## config.mk

```make
export PLATFORM = sky130hd
export DESIGN_NAME = bank_wr_seq
export DESIGN_NICKNAME = d
export VERILOG_FILES = /design/src/rtl/bwseq_pkg.sv /design/src/rtl/bwseq_arb.sv /design/src/rtl/bwseq_delay.sv /design/src/rtl/bwseq_bank.sv /design/src/rtl/bank_wr_seq.sv
export SDC_FILE = /design/constraint.sdc
export NUM_CORES = 1
export LEC_CHECK = 0
export ABC_AREA = 1
export BUFFER_PORTS_ARGS = -buffer_cell sky130_fd_sc_hd__buf_2
export CAP_MARGIN = 10
export CORE_MARGIN = 2
export CORE_UTILIZATION = 61
export DETAILED_ROUTE_END_ITERATION = 8
export PLACE_DENSITY = 0.77
export SLEW_MARGIN = 20
export SYNTH_ARGS = -nofsm -noshare
export SYNTH_HDL_FRONTEND = slang
export SYNTH_SLANG_ARGS = --single-unit
```

## constraint.sdc

```tcl
create_clock -name clk -period 5.85 [get_ports clk]
set_input_delay 0.585 -clock clk [delete_from_list [all_inputs] [get_ports clk]]
set_output_delay 0.585 -clock clk [all_outputs]
set_load 0.01 [all_outputs]
```

## src/rtl/bwseq_pkg.sv

```systemverilog
package bwseq_pkg;
  typedef enum logic [2:0] {
    BK_IDLE  = 3'd0,
    BK_ACTW  = 3'd1,
    BK_COLS  = 3'd2,
    BK_PREW  = 3'd3,
    BK_RECOV = 3'd4
  } bk_state_e;
endpackage

```

## src/rtl/bwseq_arb.sv

```systemverilog
module bwseq_arb #(
  parameter int N     = 4,
  parameter int AGE_W = 8,
  parameter int IDX_W = 2
) (
  input  logic [N-1:0]            req_i,
  input  logic [N-1:0][AGE_W-1:0] age_i,
  output logic [N-1:0]            gnt_o,
  output logic [IDX_W-1:0]        idx_o,
  output logic                    any_o
);
  logic [AGE_W-1:0] best;

  // oldest requester wins; equal ages fall to the lower index
  always_comb begin
    gnt_o = '0;
    idx_o = '0;
    any_o = 1'b0;
    best  = '0;
    for (int i = 0; i < N; i++) begin
      if (req_i[i] && (!any_o || age_i[i] > best)) begin
        any_o = 1'b1;
        best  = age_i[i];
        idx_o = IDX_W'(i);
      end
    end
    if (any_o) gnt_o[idx_o] = 1'b1;
  end
endmodule

```

## src/rtl/bwseq_delay.sv

```systemverilog
module bwseq_delay #(
  parameter int DEPTH = 6,
  parameter int W     = 8
) (
  input  logic         clk,
  input  logic         rst,
  input  logic         in_v,
  input  logic [W-1:0] in_d,
  output logic         out_v,
  output logic [W-1:0] out_d
);
  logic [DEPTH-1:0]        v_q;
  logic [DEPTH-1:0][W-1:0] d_q;

  always_ff @(posedge clk) begin
    if (rst) begin
      v_q <= '0;
      d_q <= '0;
    end else begin
      v_q[0] <= in_v;
      d_q[0] <= in_d;
      for (int i = 1; i < DEPTH; i++) begin
        v_q[i] <= v_q[i-1];
        d_q[i] <= d_q[i-1];
      end
    end
  end

  assign out_v = v_q[DEPTH-1];
  assign out_d = d_q[DEPTH-1];
endmodule

```

## src/rtl/bwseq_bank.sv

```systemverilog
module bwseq_bank
  import bwseq_pkg::*;
#(
  parameter int DEV_W = 5,
  parameter int ROW_W = 9,
  parameter int COL_W = 7,
  parameter int MAXC  = 4,
  parameter int NC_W  = 2,
  parameter int CNT_W = 7,
  parameter int AGE_W = 8,
  parameter int T_RCD = 7,
  parameter int T_CC  = 4,
  parameter int T_RAS = 20,
  parameter int T_RTP = 4,
  parameter int T_RP  = 8,
  parameter int T_RC  = 28
) (
  input  logic                  clk,
  input  logic                  rst,
  input  logic                  accept_i,
  input  logic [DEV_W-1:0]      dev_i,
  input  logic [ROW_W-1:0]      row_i,
  input  logic [MAXC*COL_W-1:0] cols_i,
  input  logic [NC_W-1:0]       nlast_i,
  input  logic                  msk_i,
  input  logic                  row_gnt_i,
  input  logic                  col_gnt_i,
  output logic                  row_req_o,
  output logic                  row_pre_o,
  output logic                  col_req_o,
  output logic [DEV_W-1:0]      dev_o,
  output logic [ROW_W-1:0]      row_o,
  output logic [COL_W-1:0]      col_o,
  output logic                  msk_o,
  output logic [AGE_W-1:0]      age_o,
  output logic                  busy_o,
  output logic                  fin_o
);
  localparam logic [CNT_W-1:0] C_RCD = CNT_W'(T_RCD);
  localparam logic [CNT_W-1:0] C_CC  = CNT_W'(T_CC);
  localparam logic [CNT_W-1:0] C_RAS = CNT_W'(T_RAS);
  localparam logic [CNT_W-1:0] C_RTP = CNT_W'(T_RTP);
  localparam logic [CNT_W-1:0] C_RP  = CNT_W'(T_RP);
  localparam logic [CNT_W-1:0] C_RC  = CNT_W'(T_RC);

  bk_state_e             st;
  logic [DEV_W-1:0]      dev_q;
  logic [ROW_W-1:0]      row_q;
  logic [MAXC*COL_W-1:0] cols_q;
  logic [NC_W-1:0]       nlast_q, cidx_q;
  logic                  msk_q;
  logic [CNT_W-1:0]      since_act, since_col, since_pre;
  logic [AGE_W-1:0]      age_q;
  logic                  win_ok, act_gnt, pre_gnt;

  // cycles since the last activate / write / precharge, saturating
  assign win_ok  = (since_pre >= C_RP) && (since_act >= C_RC);
  assign act_gnt = row_gnt_i && (st == BK_ACTW);
  assign pre_gnt = row_gnt_i && (st == BK_PREW);

  assign row_req_o = ((st == BK_ACTW) && win_ok) ||
                     ((st == BK_PREW) && (since_act >= C_RAS) && (since_col >= C_RTP));
  assign row_pre_o = (st == BK_PREW);
  assign col_req_o = (st == BK_COLS) && (since_act >= C_RCD) && (since_col >= C_CC);
  assign fin_o     = (st == BK_RECOV) && win_ok;
  assign busy_o    = (st != BK_IDLE);
  assign dev_o     = dev_q;
  assign row_o     = row_q;
  assign col_o     = cols_q[cidx_q*COL_W +: COL_W];
  assign msk_o     = msk_q;
  assign age_o     = age_q;

  always_ff @(posedge clk) begin
    if (rst) begin
      since_act <= '1;
      since_col <= '1;
      since_pre <= '1;
    end else begin
      since_act <= act_gnt   ? CNT_W'(1) : (&since_act ? since_act : since_act + 1'b1);
      since_col <= col_gnt_i ? CNT_W'(1) : (&since_col ? since_col : since_col + 1'b1);
      since_pre <= pre_gnt   ? CNT_W'(1) : (&since_pre ? since_pre : since_pre + 1'b1);
    end
  end

  always_ff @(posedge clk) begin
    if (rst) begin
      age_q <= '0;
    end else if (accept_i) begin
      age_q <= '0;
    end else if (busy_o && !(&age_q)) begin
      age_q <= age_q + 1'b1;
    end
  end

  always_ff @(posedge clk) begin
    if (rst) begin
      st      <= BK_IDLE;
      dev_q   <= '0;
      row_q   <= '0;
      cols_q  <= '0;
      nlast_q <= '0;
      cidx_q  <= '0;
      msk_q   <= 1'b0;
    end else begin
      unique case (st)
        BK_IDLE: if (accept_i) begin
          st      <= BK_ACTW;
          dev_q   <= dev_i;
          row_q   <= row_i;
          cols_q  <= cols_i;
          nlast_q <= nlast_i;
          msk_q   <= msk_i;
        end
        BK_ACTW: if (act_gnt) begin
          st     <= BK_COLS;
          cidx_q <= '0;
        end
        BK_COLS: if (col_gnt_i) begin
          if (cidx_q == nlast_q) st <= BK_PREW;
          else cidx_q <= cidx_q + 1'b1;
        end
        BK_PREW:  if (pre_gnt) st <= BK_RECOV;
        BK_RECOV: if (fin_o) st <= BK_IDLE;
        default:  st <= BK_IDLE;
      endcase
    end
  end


  take_idle_chk: assert property (@(posedge clk) disable iff (rst)
    accept_i |-> (st == BK_IDLE));

  rcd_gap_chk: assert property (@(posedge clk) disable iff (rst)
    col_gnt_i |-> (since_act >= C_RCD));

  pre_window_chk: assert property (@(posedge clk) disable iff (rst)
    pre_gnt |-> ((since_act >= C_RAS) && (since_col >= C_RTP)));

  recov_hold_chk: assert property (@(posedge clk) disable iff (rst)
    ((st == BK_RECOV) && !win_ok) |=> (st == BK_RECOV));
endmodule

```

## src/rtl/bank_wr_seq.sv

```systemverilog
module bank_wr_seq #(
  parameter int NB    = 4,
  parameter int DEV_W = 5,
  parameter int ROW_W = 9,
  parameter int COL_W = 7,
  parameter int MAXC  = 4,
  parameter int AGE_W = 8,
  parameter int T_RCD = 7,
  parameter int T_CWD = 6,
  parameter int T_CC  = 4,
  parameter int T_RAS = 20,
  parameter int T_RTP = 4,
  parameter int T_RP  = 8,
  parameter int T_RC  = 28,
  localparam int BANK_W = (NB > 1) ? $clog2(NB) : 1,
  localparam int NC_W   = (MAXC > 1) ? $clog2(MAXC) : 1
) (
  input  logic                  clk,
  input  logic                  rst,
  input  logic                  req_valid,
  output logic                  req_ready,
  input  logic [DEV_W-1:0]      req_dev,
  input  logic [BANK_W-1:0]     req_bank,
  input  logic [ROW_W-1:0]      req_row,
  input  logic [MAXC*COL_W-1:0] req_cols,
  input  logic [NC_W-1:0]       req_nlast,
  input  logic                  req_mask,
  output logic                  row_valid,
  output logic                  row_is_pre,
  output logic [DEV_W-1:0]      row_dev,
  output logic [BANK_W-1:0]     row_bank,
  output logic [ROW_W-1:0]      row_addr,
  output logic                  col_valid,
  output logic [DEV_W-1:0]      col_dev,
  output logic [BANK_W-1:0]     col_bank,
  output logic [COL_W-1:0]      col_addr,
  output logic                  dat_valid,
  output logic [BANK_W-1:0]     dat_bank,
  output logic [COL_W-1:0]      dat_col,
  output logic                  msk_valid,
  output logic [NB-1:0]         bank_busy,
  output logic [NB-1:0]         bank_done
);
  localparam int T_SUM = T_RCD + T_CC + T_RAS + T_RTP + T_RP + T_RC + 2;
  localparam int CNT_W = $clog2(T_SUM);
  localparam int DW    = BANK_W + COL_W + 1;

  logic [NB-1:0]            row_req, row_pre, col_req, busy, fin, msk_v;
  logic [NB-1:0]            row_gnt, col_gnt;
  logic [NB-1:0][DEV_W-1:0] dev_v;
  logic [NB-1:0][ROW_W-1:0] row_v;
  logic [NB-1:0][COL_W-1:0] col_v;
  logic [NB-1:0][AGE_W-1:0] age_v;
  logic [BANK_W-1:0]        row_idx, col_idx;
  logic                     row_any, col_any, accept, col_msk_q;
  logic [DW-1:0]            dly_out;

  assign req_ready = !busy[req_bank];
  assign accept    = req_valid && req_ready;
  assign bank_busy = busy;

  for (genvar b = 0; b < NB; b++) begin : g_bank
    bwseq_bank #(
      .DEV_W(DEV_W), .ROW_W(ROW_W), .COL_W(COL_W), .MAXC(MAXC), .NC_W(NC_W),
      .CNT_W(CNT_W), .AGE_W(AGE_W), .T_RCD(T_RCD), .T_CC(T_CC),
      .T_RAS(T_RAS), .T_RTP(T_RTP), .T_RP(T_RP), .T_RC(T_RC)
    ) u_bank (
      .clk(clk), .rst(rst),
      .accept_i(accept && (req_bank == BANK_W'(b))),
      .dev_i(req_dev), .row_i(req_row), .cols_i(req_cols),
      .nlast_i(req_nlast), .msk_i(req_mask),
      .row_gnt_i(row_gnt[b]), .col_gnt_i(col_gnt[b]),
      .row_req_o(row_req[b]), .row_pre_o(row_pre[b]), .col_req_o(col_req[b]),
      .dev_o(dev_v[b]), .row_o(row_v[b]), .col_o(col_v[b]), .msk_o(msk_v[b]),
      .age_o(age_v[b]), .busy_o(busy[b]), .fin_o(fin[b])
    );
  end

  bwseq_arb #(.N(NB), .AGE_W(AGE_W), .IDX_W(BANK_W)) u_row_arb (
    .req_i(row_req), .age_i(age_v), .gnt_o(row_gnt), .idx_o(row_idx), .any_o(row_any)
  );

  bwseq_arb #(.N(NB), .AGE_W(AGE_W), .IDX_W(BANK_W)) u_col_arb (
    .req_i(col_req), .age_i(age_v), .gnt_o(col_gnt), .idx_o(col_idx), .any_o(col_any)
  );

  always_ff @(posedge clk) begin
    if (rst) begin
      row_valid  <= 1'b0;
      row_is_pre <= 1'b0;
      row_dev    <= '0;
      row_bank   <= '0;
      row_addr   <= '0;
      col_valid  <= 1'b0;
      col_dev    <= '0;
      col_bank   <= '0;
      col_addr   <= '0;
      col_msk_q  <= 1'b0;
      bank_done  <= '0;
    end else begin
      row_valid  <= row_any;
      row_is_pre <= row_pre[row_idx];
      row_dev    <= dev_v[row_idx];
      row_bank   <= row_idx;
      row_addr   <= row_pre[row_idx] ? '0 : row_v[row_idx];
      col_valid  <= col_any;
      col_dev    <= dev_v[col_idx];
      col_bank   <= col_idx;
      col_addr   <= col_v[col_idx];
      col_msk_q  <= msk_v[col_idx];
      bank_done  <= fin;
    end
  end

  // data and mask slots trail the registered write by T_CWD cycles
  bwseq_delay #(.DEPTH(T_CWD), .W(DW)) u_dly (
    .clk(clk), .rst(rst),
    .in_v(col_valid), .in_d({col_bank, col_addr, col_msk_q}),
    .out_v(dat_valid), .out_d(dly_out)
  );

  assign dat_bank  = dly_out[DW-1 -: BANK_W];
  assign dat_col   = dly_out[COL_W:1];
  assign msk_valid = dat_valid && dly_out[0];


  row_single_chk: assert property (@(posedge clk) disable iff (rst) $onehot0(row_gnt));

  col_single_chk: assert property (@(posedge clk) disable iff (rst) $onehot0(col_gnt));

  mask_needs_data_chk: assert property (@(posedge clk) disable iff (rst)
    msk_valid |-> dat_valid);

  done_drops_busy_chk: assert property (@(posedge clk) disable iff (rst)
    (|(bank_done & bank_busy)) == 1'b0);
endmodule

```

==> results of run 1 <==
[metrics by stage]
step / power [W] / hold slack (ns) / cell area (um2) / utilization / TNS, ns
floorplan: 0.00658 / 0.388 / 19400 / - / 0
finish: 0.0107 / 0.327 / 21700 / 0.692 / 0
CTS: 0.0106 / 0.311 / 21600 / 0.687 / 0
global placement: 0.00741 / 0.389 / 20000 / 0.636 / 0
global route: 0.0114 / 0.327 / 21700 / 0.692 / -0.289
detailed placement: 0.00753 / 0.392 / 20000 / 0.636 / 0
[power groups by stage]
stage / Sequential, W / Combinational [W] / Clock [W]
after floorplan: 0.00366 / 0.00292 / 0
after global placement: 0.00377 / 0.00364 / 0
after detailed placement: 0.00379 / 0.00374 / 0
after CTS: 0.00374 / 0.00378 / 0.00304
after global routing: 0.00381 / 0.00441 / 0.00315
final: 0.00375 / 0.00391 / 0.00301
[final cells by class]
cell class / count / area, um2
Sequential cell: 420 / 8410
Tap cell: 402 / 503
Fill cell: 2657 / 9670
Clock inverter: 20 / 314
Clock buffer: 58 / 1260
Inverter: 290 / 1100
Antenna cell: 5 / 12.5
Multi-Input combinational cell: 1816 / 9370
Timing Repair Buffer: 131 / 734
[cells in the final DEF, fill, tap and decap left out, types with 6 or more instances in the layout]
master and instances:
inv_1 264, o22ai_1 13, mux2i_1 6, o221ai_1 7, o21ai_0 281, clkbuf_8 9
nand2_1 445, o21ai_1 20, buf_4 29, nor3_1 24, bufinv_16 7, nand4_1 29
a22oi_1 9, xnor2_1 12, o21a_1 7, ha_1 75, nor2_1 382, xor2_1 45
nand2_2 15, nand2_4 8, dfxtp_1 417, buf_2 101, inv_2 19, o211ai_1 12
a31oi_1 11, clkbuf_16 45, nor2_2 10, nand3_1 160, clkinv_2 10, a21oi_1 205
[critical path, delay by kind of cell, from the launching register on]
family | cells | cell delay [ns]
AND/OR/NAND/NOR | 28 | 3.22
adder cells (fa/ha/maj) | 3 | 0.95
AO/OA/AOI/OAI | 4 | 0.73
flip-flops | 1 | 0.42
[registers in the layout, indices dropped and copies added (netlist names), 6 cells and up]
register and flops:
g_bank.u_bank.since_col 28, g_bank.u_bank.st 12, row_addr 9, u_dly.v_q 6
u_dly.out_d 10, g_bank.u_bank.row_o 36, g_bank.u_bank.since_act 28, g_bank.u_bank.dev_o 20
u_dly.d_q 50, g_bank.u_bank.cols_q 112, g_bank.u_bank.cidx_q 8, g_bank.u_bank.since_pre 28
g_bank.u_bank.age_o 32, g_bank.u_bank.nlast_q 8, col_addr 7
[path summary, 6_finish.rpt]
check                          from                        end  cells after the start
max          g_bank[0].u_bank.st[0]                row_addr[8]                     35
min                      req_row[7]  g_bank[0].u_bank.row_o[7]                      3
max reg2reg  g_bank[0].u_bank.st[0]                row_addr[8]                     35
min reg2reg           u_dly.d_q[14]              u_dly.d_q[24]                      2
[metal layers]
layer  routed length, um  GRT usage
met1               22400      0.403
met2               23700      0.513
met3                4420     0.0593
met4                2210      0.144
met5                   0          0
[cells by family after synthesis]
logic type / share of synthesized area
mux: 0.00310
buf+inv: 0.0874
simple gates: 0.245
flops: 0.434
fa+ha+maj: 0.0490
compound gates: 0.156
xor+xnor: 0.0257
[repair_timing]
action / 4_1_cts / 5_1_grt
endpoints found under the setup margin: 0 / 100
buffers inserted: 0 / 7
resized for setup: 0 / 32
==> impl_metrics.py, run 1 <==
metrics = {
    "timing": {
        "drv_slew": 0,
        "hold_viol_final": 0,
        "finalCritPeriodShare": 0.917,
        "tightest_slew_ns": 0.925,
        "period_needed_ns": 5.37,
        "setup-violations-final": 0,
        "fmax_mhz": 186,
        "relSlewSlack": 0.383,
        "fin_ws_ns": 0.484,
        "skew_ns": 0.0164,
    },
    "drt": {
        "dr.pass1.iters": 5,
        "wire_per_inst_um": 16.8,
        "drc_errors": 0,
        "drtIter0Drc": 1489,
        "via_count": 17689,
        "viasPerCell": 5.63,
        "ant_nets": 0,
        "drt-total-wl_um": 52800,
    },
    "place": {
        "post-place-ws_ns": 0.125,
        "dp_hpwl_um": 35300,
        "place_inst": 3051,
        "numPortBuffers": 102,
        "place_congestion": 0.897,
    },
    "synthesis": {
        "synth-edff-count": 0,
        "synthFlopType": "dfxtp_1",
        "synth-async-reset-ratio": 0,
        "yosysUniqueCellTypes": 50,
        "synth_warnings": 0,
        "synth_top_cell_area_share": 0.434,
        "netlist_area_um2": 19400,
        "yosysTopAreaCell": "dfxtp_1",
        "syn_inst": 2658,
        "avgSynthCellArea_um2": 7.29,
        "netlist_top_cells_area": "dfxtp_1 43%, nand2_1 8.7%, o21ai_0 7.5%",
        "ys_ff_latch": 420,
        "syn-num-nets": 2784,
        "ys_top_cells_by_count": "449 x nand2_1, 420 x dfxtp_1, 383 x nor2_1, 292 x o21ai_0, 266 x inv_1",
        "synth_most_common_cell": "nand2_1",
        "ys_seq_area_frac": 0.434,
    },
    "setup_path": {
        "cp-end-kind": "flop",
        "reg2reg_slack_ns": 0.48,
        "cp_max_fo": 17,
        "crit_path_start_kind": "flop",
        "cp_slowest_cell": "dfxtp_1",
        "critical_path.max_stage_delay_ns": 0.42,
        "path_class": "flop to flop",
        "crit_top_cell": "nand2_1",
        "critical_path_required_ns": 6.33,
        "worstPathArrival_ns": 5.85,
    },
    "clocking": {
        "root_buffer": "clkbuf_16",
        "clock_sinks": 420,
        "clk_pin_slew_ns": 0.06,
        "cts_buffer_depth": 3,
        "insertion_delay_ns": 0.56,
        "hold_buffers": 0,
        "tritoncts": "yes",
        "cts_buffers": 44,
        "cts_max_level": 2,
    },
    "die": {
        "pin_count": 103,
        "start_util": 0.618,
        "fp-row-count": 65,
        "die_area_um2": 33200,
        "core_um2": 31400,
        "die_w_um": 182,
        "fp.dieH_um": 182,
    },
    "pwr": {
        "p_int_w": 0.00651,
        "p_leak_nw": 9.67,
        "ir_drop_mv": 0.363,
        "pwr-share-comb": 0.366,
        "clockPowerShare": 0.282,
        "pwr-share-seq": 0.352,
        "swShare": 0.390,
        "p_switching_w": 0.00416,
        "pwr_density_cell_nw_per_um2": 491,
    },
    "final_layout": {
        "area_delta_synth_final_pct": 12.0,
        "final_nets": 2829,
        "instances_no_fill": 3142,
        "drive_gt1_frac": 0.105,
    },
    "grt": {
        "antenna_found_initial": 4,
        "grt_overflow_total": 0,
        "grt_pass1_wl_um": 83900,
        "first_global_vias": 16603,
        "track_usage": 0.313,
        "grt_max_degree": 93,
    },
    "run_status": {
        "status": "finished, final reports clean",
    },
    "worst_hold_path": {
        "hold_path.class": "primary input to flop",
    },
    "job": {
        "drv_cap": 0,
    },
}
(Power assumes the default switching activity.)
==> run 2, diff against run 1 <==
--- a/config.mk
+++ b/config.mk
@@ -9,9 +9,9 @@
 export BUFFER_PORTS_ARGS = -buffer_cell sky130_fd_sc_hd__buf_2
 export CAP_MARGIN = 10
 export CORE_MARGIN = 2
-export CORE_UTILIZATION = 61
+export CORE_UTILIZATION = 55
 export DETAILED_ROUTE_END_ITERATION = 8
-export PLACE_DENSITY = 0.77
+export PLACE_DENSITY = 0.73
 export SLEW_MARGIN = 20
 export SYNTH_ARGS = -nofsm -noshare
 export SYNTH_HDL_FRONTEND = slang
==> constraint.sdc (replaced) <==
create_clock -name clk -period 4.5 [get_ports clk]
set_input_delay 0.45 -clock clk [delete_from_list [all_inputs] [get_ports clk]]
set_output_delay 0.45 -clock clk [all_outputs]
set_load 0.01 [all_outputs]
==> run 2 against run 1 <==
  * The flow now finishes with violations (negative setup slack)
  * Utilization rose by 1.4 points
  * Combinational power rose by 83%
  * Wire length increased by 12%
  * Hold slack got worse by 0.14 ns
  * Worst setup slack got worse by 1.0 ns
  * Register-to-register slack got worse by 1.0 ns
  * Die area is 11% higher
  * Clock skew is 0.0063 ns higher
  * Count of clock-buffer cells in the layout up 8
  * Sequential share of layout area fell by 4.3 points
  * Fmax increased by 6.6%
  * Critical path type unchanged
  * Critical endpoint is now row_addr[2]
==> impl_metrics.py, run 2 (synthesis gave the netlist of run 1 again) <==
metrics = {
    "run_status": {
        "status": "complete, but fails checks",
        "violations": "negative setup slack",
    },
    "pwr": {
        "pwr_density_cell_nw_per_um2": 647,
        "p_int_w": 0.00947,
        "clockPowerShare": 0.243,
        "p_switching_w": 0.00636,
        "swShare": 0.402,
        "pwr-share-seq": 0.306,
        "p_leak_nw": 10.8,
        "pwr-share-comb": 0.451,
        "ir_drop_mv": 0.429,
    },
    "clocking": {
        "tritoncts": "yes",
        "root_buffer": "clkbuf_16",
        "clk_pin_slew_ns": 0.07,
        "hold_buffers": 0,
        "clock_sinks": 420,
        "insertion_delay_ns": 0.56,
        "cts_buffer_depth": 3,
        "cts_buffers": 45,
        "cts_max_level": 2,
    },
    "timing": {
        "drv_slew": 0,
        "period_needed_ns": 5.03,
        "relSlewSlack": 0.239,
        "finalCritPeriodShare": 1.12,
        "tightest_slew_ns": 1.14,
        "skew_ns": 0.0228,
        "rsz0062_at_grt": "true",
        "hold_viol_final": 0,
        "fin_ws_ns": -0.533,
        "setup-violations-final": 136,
        "holdWs_ns": 0.188,
        "fmax_mhz": 199,
    },
    "die": {
        "fp.dieH_um": 192,
        "die_w_um": 192,
        "pin_count": 103,
        "fp-row-count": 68,
        "start_util": 0.560,
        "core_um2": 34600,
        "die_area_um2": 36800,
    },
    "final_layout": {
        "largest-register": "g_bank.u_bank.cols_q",
        "mostFrequentLayoutCells": "412 x dfxtp_1, 380 x nand2_1, 366 x nor2_1, 260 x inv_1, 220 x o21ai_0",
        "drive_gt1_frac": 0.222,
        "area_delta_synth_final_pct": 26.1,
        "largest_register_ffs": 112,
        "instances_no_fill": 3367,
        "final_nets": 3001,
        "fin_area_um2": 24400,
        "fin_util": 0.706,
        "mostFrequentLayoutCell": "dfxtp_1",
    },
    "setup_path": {
        "cp-end-kind": "flop",
        "crit_top_cell": "nand2_1",
        "r2r_end": "row_addr[2]",
        "cp_slowest_cell": "dfxtp_2",
        "path_class": "flop to flop",
        "worstPathArrival_ns": 5.52,
        "worstRegToRegCells": 46,
        "crit_path_start_kind": "flop",
        "rr_startpoint": "g_bank[0].u_bank.st[2]",
        "reg2reg_slack_ns": -0.53,
        "critical_path.max_stage_delay_ns": 0.33,
        "critical_path_required_ns": 4.99,
        "cp_max_fo": 8,
    },
    "grt": {
        "busiest_layer": "met2",
        "met2_usage": 0.502,
        "grt_overflow_total": 0,
        "antenna_found_initial": 4,
        "first_global_vias": 17836,
        "grt_use_met1": 0.418,
        "track_usage": 0.314,
        "grt_pass1_wl_um": 92200,
        "grt.met3_usage": 0.0515,
        "grt_max_degree": 105,
    },
    "place": {
        "post-place-ws_ns": -0.820,
        "dp_hpwl_um": 38000,
        "place_congestion": 0.908,
        "place_inst": 3221,
        "placed_cell_area_um2": 21100,
        "numPortBuffers": 102,
    },
    "drt": {
        "wire_per_inst_um": 17.5,
        "ant_nets": 0,
        "dr.pass1.iters": 6,
        "viasPerCell": 5.58,
        "drc_errors": 0,
        "drt-total-wl_um": 59000,
        "via_count": 18788,
        "drtIter0Drc": 1780,
    },
    "worst_hold_path": {
        "whs_path_depth": 3,
        "worstHoldStart": "req_mask",
        "min_to": "g_bank[3].u_bank.msk_o",
        "hold_path.class": "primary input to flop",
    },
    "job": {
        "drv_cap": 0,
    },
}
[run 2: cell count changes in the layout (fill, tap and decap cells not counted), sizes merged]
cell    change
buf       +159
bufinv      -4
clkbuf      +9
diode       -2
nand2      +10
[run 2: cell type report]
type	count	area (um2)
timing repair buffer	291	2230
sequential	420	8430
clock inverter	15	166
clock buffer	66	1400
antenna	3	7.51
inverter	290	1170
timing repair inverter	1	11.3
tap	455	569
multi-input combinational	1826	10500
fill	2703	10200
[run 2: worst max path at each step]
stage | cells past startpoint | startpoint | end
after CTS | 49 | g_bank[0].u_bank.st[0] | g_bank[1].u_bank.cidx_q[0]
after detailed placement | 37 | g_bank[0].u_bank.st[0] | col_dev[3]
after global placement | 41 | g_bank[0].u_bank.st[0] | col_dev[3]
final | 46 | g_bank[0].u_bank.st[2] | row_addr[2]
after global routing | 49 | g_bank[0].u_bank.st[0] | g_bank[3].u_bank.st[1]
after floorplan | 49 | g_bank[0].u_bank.st[0] | g_bank[0].u_bank.st[0]
[run 2: layer usage]
| metal | part of all wire | vias up |
|---|---|---|
| li1 | - | 9078 |
| met1 | 0.43 | 8755 |
| met2 | 0.45 | 761 |
| met3 | 0.075 | 190 |
| met4 | 0.043 | 4 |
| met5 | 0.00024 | - |
[run 2: critical path: cells and delay by family, from the launching register on]
kind,cells,cell delay [ns]
compound gates,5,0.61
fa+ha+maj,3,0.79
buf+inv,6,0.51
flops,1,0.33
simple gates,32,2.71
[run 2: power groups by stage]
stage	clock, W	combinational (W)	sequential (W)
floorplan	0	0.00396	0.00477
global placement	0	0.00537	0.00485
detailed placement	0	0.00552	0.00487
CTS	0.00388	0.00647	0.00481
global route	0.00405	0.00778	0.00490
finish	0.00385	0.00714	0.00484
[run 2: metrics by stage]
step / total power, W / setup TNS, ns
2_1_floorplan: 0.00873 / -5.11
3_3_place_gp: 0.0102 / -38.72
3_5_place_dp: 0.0104 / -52.27
4_1_cts: 0.0152 / -23.40
5_1_grt: 0.0167 / -90.02
6_report: 0.0158 / -41.80
[run 2: repair_timing]
action	in CTS	in global routing
cloned	13	2
pin swaps	85	65
endpoints found under the setup margin	136	136
buffers inserted	29	20
resized for setup	213	128
==> run 3, diff against run 2 <==
--- a/config.mk
+++ b/config.mk
@@ -12,6 +12,7 @@
 export CORE_UTILIZATION = 55
 export DETAILED_ROUTE_END_ITERATION = 8
 export PLACE_DENSITY = 0.73
+export RECOVER_POWER = 100
 export SLEW_MARGIN = 20
 export SYNTH_ARGS = -nofsm -noshare
 export SYNTH_HDL_FRONTEND = slang
==> run 3 against run 2 <==
  * The flow still finishes with violations (negative setup slack)
  * Utilization unchanged
  * Sequential power about the same
  * Power unchanged
  * Global-route usage unchanged
  * Highest routed layer unchanged
  * Combinational power about the same
==> impl_metrics.py, run 3 (synthesis gave the netlist of run 1 again) <==
metrics = {
    "grt": {
        "track_usage": 0.314,
        "first_global_vias": 17836,
        "antenna_found_initial": 4,
        "grt_overflow_total": 0,
        "grt_max_degree": 105,
        "grt_pass1_wl_um": 92200,
    },
    "timing": {
        "drv_slew": 0,
        "hold_viol_final": 0,
        "setup-violations-final": 136,
        "relSlewSlack": 0.239,
        "rsz0062_at_grt": "true",
        "fin_ws_ns": -0.533,
        "skew_ns": 0.0228,
        "period_needed_ns": 5.03,
        "finalCritPeriodShare": 1.12,
        "tns_ns": -41.80,
        "tightest_slew_ns": 1.14,
        "fmax_mhz": 199,
    },
    "setup_path": {
        "worstPathArrival_ns": 5.52,
        "cp-end-kind": "flop",
        "cp_slowest_cell": "dfxtp_2",
        "path_delay_family": "simple AND/OR/NAND/NOR gates",
        "critical_path_required_ns": 4.99,
        "crit_path_start_kind": "flop",
        "worstRegToRegCells": 46,
        "path_class": "flop to flop",
        "crit_top_cell": "nand2_1",
        "startpoint": "g_bank[0].u_bank.st[2]",
        "critical_path.max_stage_delay_ns": 0.33,
        "crit_end": "row_addr[2]",
        "path_buf_inv": 6,
        "worst-path-stages": 46,
        "reg2reg_slack_ns": -0.53,
        "cp_max_fo": 8,
        "rr_startpoint": "g_bank[0].u_bank.st[2]",
        "r2r_end": "row_addr[2]",
    },
    "clocking": {
        "tritoncts": "yes",
        "clk_pin_slew_ns": 0.07,
        "insertion_delay_ns": 0.56,
        "clock_sinks": 420,
        "cts_max_level": 2,
        "cts_buffers": 45,
        "hold_buffers": 0,
        "cts_buffer_depth": 3,
        "root_buffer": "clkbuf_16",
    },
    "final_layout": {
        "num-fill-cells": 2703,
        "mostFrequentLayoutCells": "412 x dfxtp_1, 380 x nand2_1, 366 x nor2_1, 260 x inv_1, 220 x o21ai_0",
        "instances_no_fill": 3367,
        "largest-register": "g_bank.u_bank.cols_q",
        "area_delta_synth_final_pct": 26.1,
        "fin_util": 0.706,
        "mostFrequentLayoutCell": "dfxtp_1",
        "largest_register_ffs": 112,
        "final_nets": 3001,
        "drive_gt1_frac": 0.222,
    },
    "die": {
        "fp-row-count": 68,
        "core_um2": 34600,
        "pin_count": 103,
        "fp.dieH_um": 192,
        "start_util": 0.560,
        "die_w_um": 192,
        "die_area_um2": 36800,
    },
    "place": {
        "place_congestion": 0.908,
        "numPortBuffers": 102,
        "dp_hpwl_um": 38000,
        "place_inst": 3221,
    },
    "run_status": {
        "status": "complete, but fails checks",
        "violations": "negative setup slack",
    },
    "pwr": {
        "p_leak_nw": 10.8,
        "ir_drop_mv": 0.429,
        "pwr_density_cell_nw_per_um2": 647,
    },
    "job": {
        "drv_cap": 0,
    },
    "drt": {
        "ant_nets": 0,
        "wire_per_inst_um": 17.5,
        "drtIter0Drc": 1780,
        "dr.pass1.iters": 6,
        "via_count": 18788,
        "viasPerCell": 5.58,
        "drc_errors": 0,
        "drt-total-wl_um": 59000,
    },
    "worst_hold_path": {
        "hold_path.class": "primary input to flop",
    },
}
## run 3: cell counts in the layout (fill, tap and decap cells not counted)
Identical to the previous run, type by type.
## run 3: what timing repair did
action / in CTS / in global routing
pin swaps: 85 / 65
setup endpoints to repair: 136 / 136
gates resized for setup: 213 / 128
cloned: 13 / 2
buffers inserted: 29 / 20
## run 3: final cells by class
class / count / area (um2) / share of cell area
Timing Repair inverter: 1 / 11.3 / 0.000461
Clock buffer: 66 / 1400 / 0.0572
Sequential cell: 420 / 8430 / 0.345
Multi-Input combinational cell: 1826 / 10500 / 0.428
Inverter: 290 / 1170 / 0.0480
Timing Repair Buffer: 291 / 2230 / 0.0913
Clock inverter: 15 / 166 / 0.00681
Antenna cell: 3 / 7.51 / 0.000307
Tap cell: 455 / 569 / 0.0233
## run 3: worst min path at each step
stage,slack [ns],start,end,cells past startpoint
after floorplan,0.39,col_msk_q,u_dly.d_q[0],2
after global placement,0.39,u_dly.d_q[18],u_dly.d_q[28],2
after detailed placement,0.39,u_dly.d_q[11],u_dly.d_q[21],2
after CTS,0.18,req_mask,g_bank[3].u_bank.msk_o,3
after global routing,0.19,req_mask,g_bank[3].u_bank.msk_o,3
final,0.19,req_mask,g_bank[3].u_bank.msk_o,3
## run 3: worst reg2reg max path, delay by kind of cell, from the launching register on
kind	cells	cell delay [ns]
simple gates	32	2.72
fa+ha+maj	3	0.79
compound gates	5	0.61
buf+inv	6	0.52
flops	1	0.33
## run 3: metrics by stage
stage          power (W)  instance area [um2]  hold slack [ns]  setup WS, ns
6_report          0.0158                24400            0.188        -0.533
3_3_place_gp      0.0102                21100            0.389        -0.598
4_1_cts           0.0152                23800            0.176        -0.376
2_1_floorplan    0.00873                19600            0.388        -0.163
3_5_place_dp      0.0104                21100            0.393        -0.820
5_1_grt           0.0167                24400            0.192        -0.943
## run 3: per-layer routing
metal | share of wire | routed length (um) | vias to the layer above | global-route usage
met1 | 0.43 | 25200 | 8755 | 0.418
met2 | 0.45 | 26800 | 761 | 0.502
met4 | 0.043 | 2530 | 4 | 0.141
met3 | 0.075 | 4440 | 190 | 0.0515
met5 | 0.00024 | 14 | - | 0
li1 | - | - | 9078 | -
## run 3: power breakdown
part | switching, W | internal [W]
clock | 0.00152 | 0.00233
combinational | 0.00433 | 0.00280
sequential | 0.000503 | 0.00433
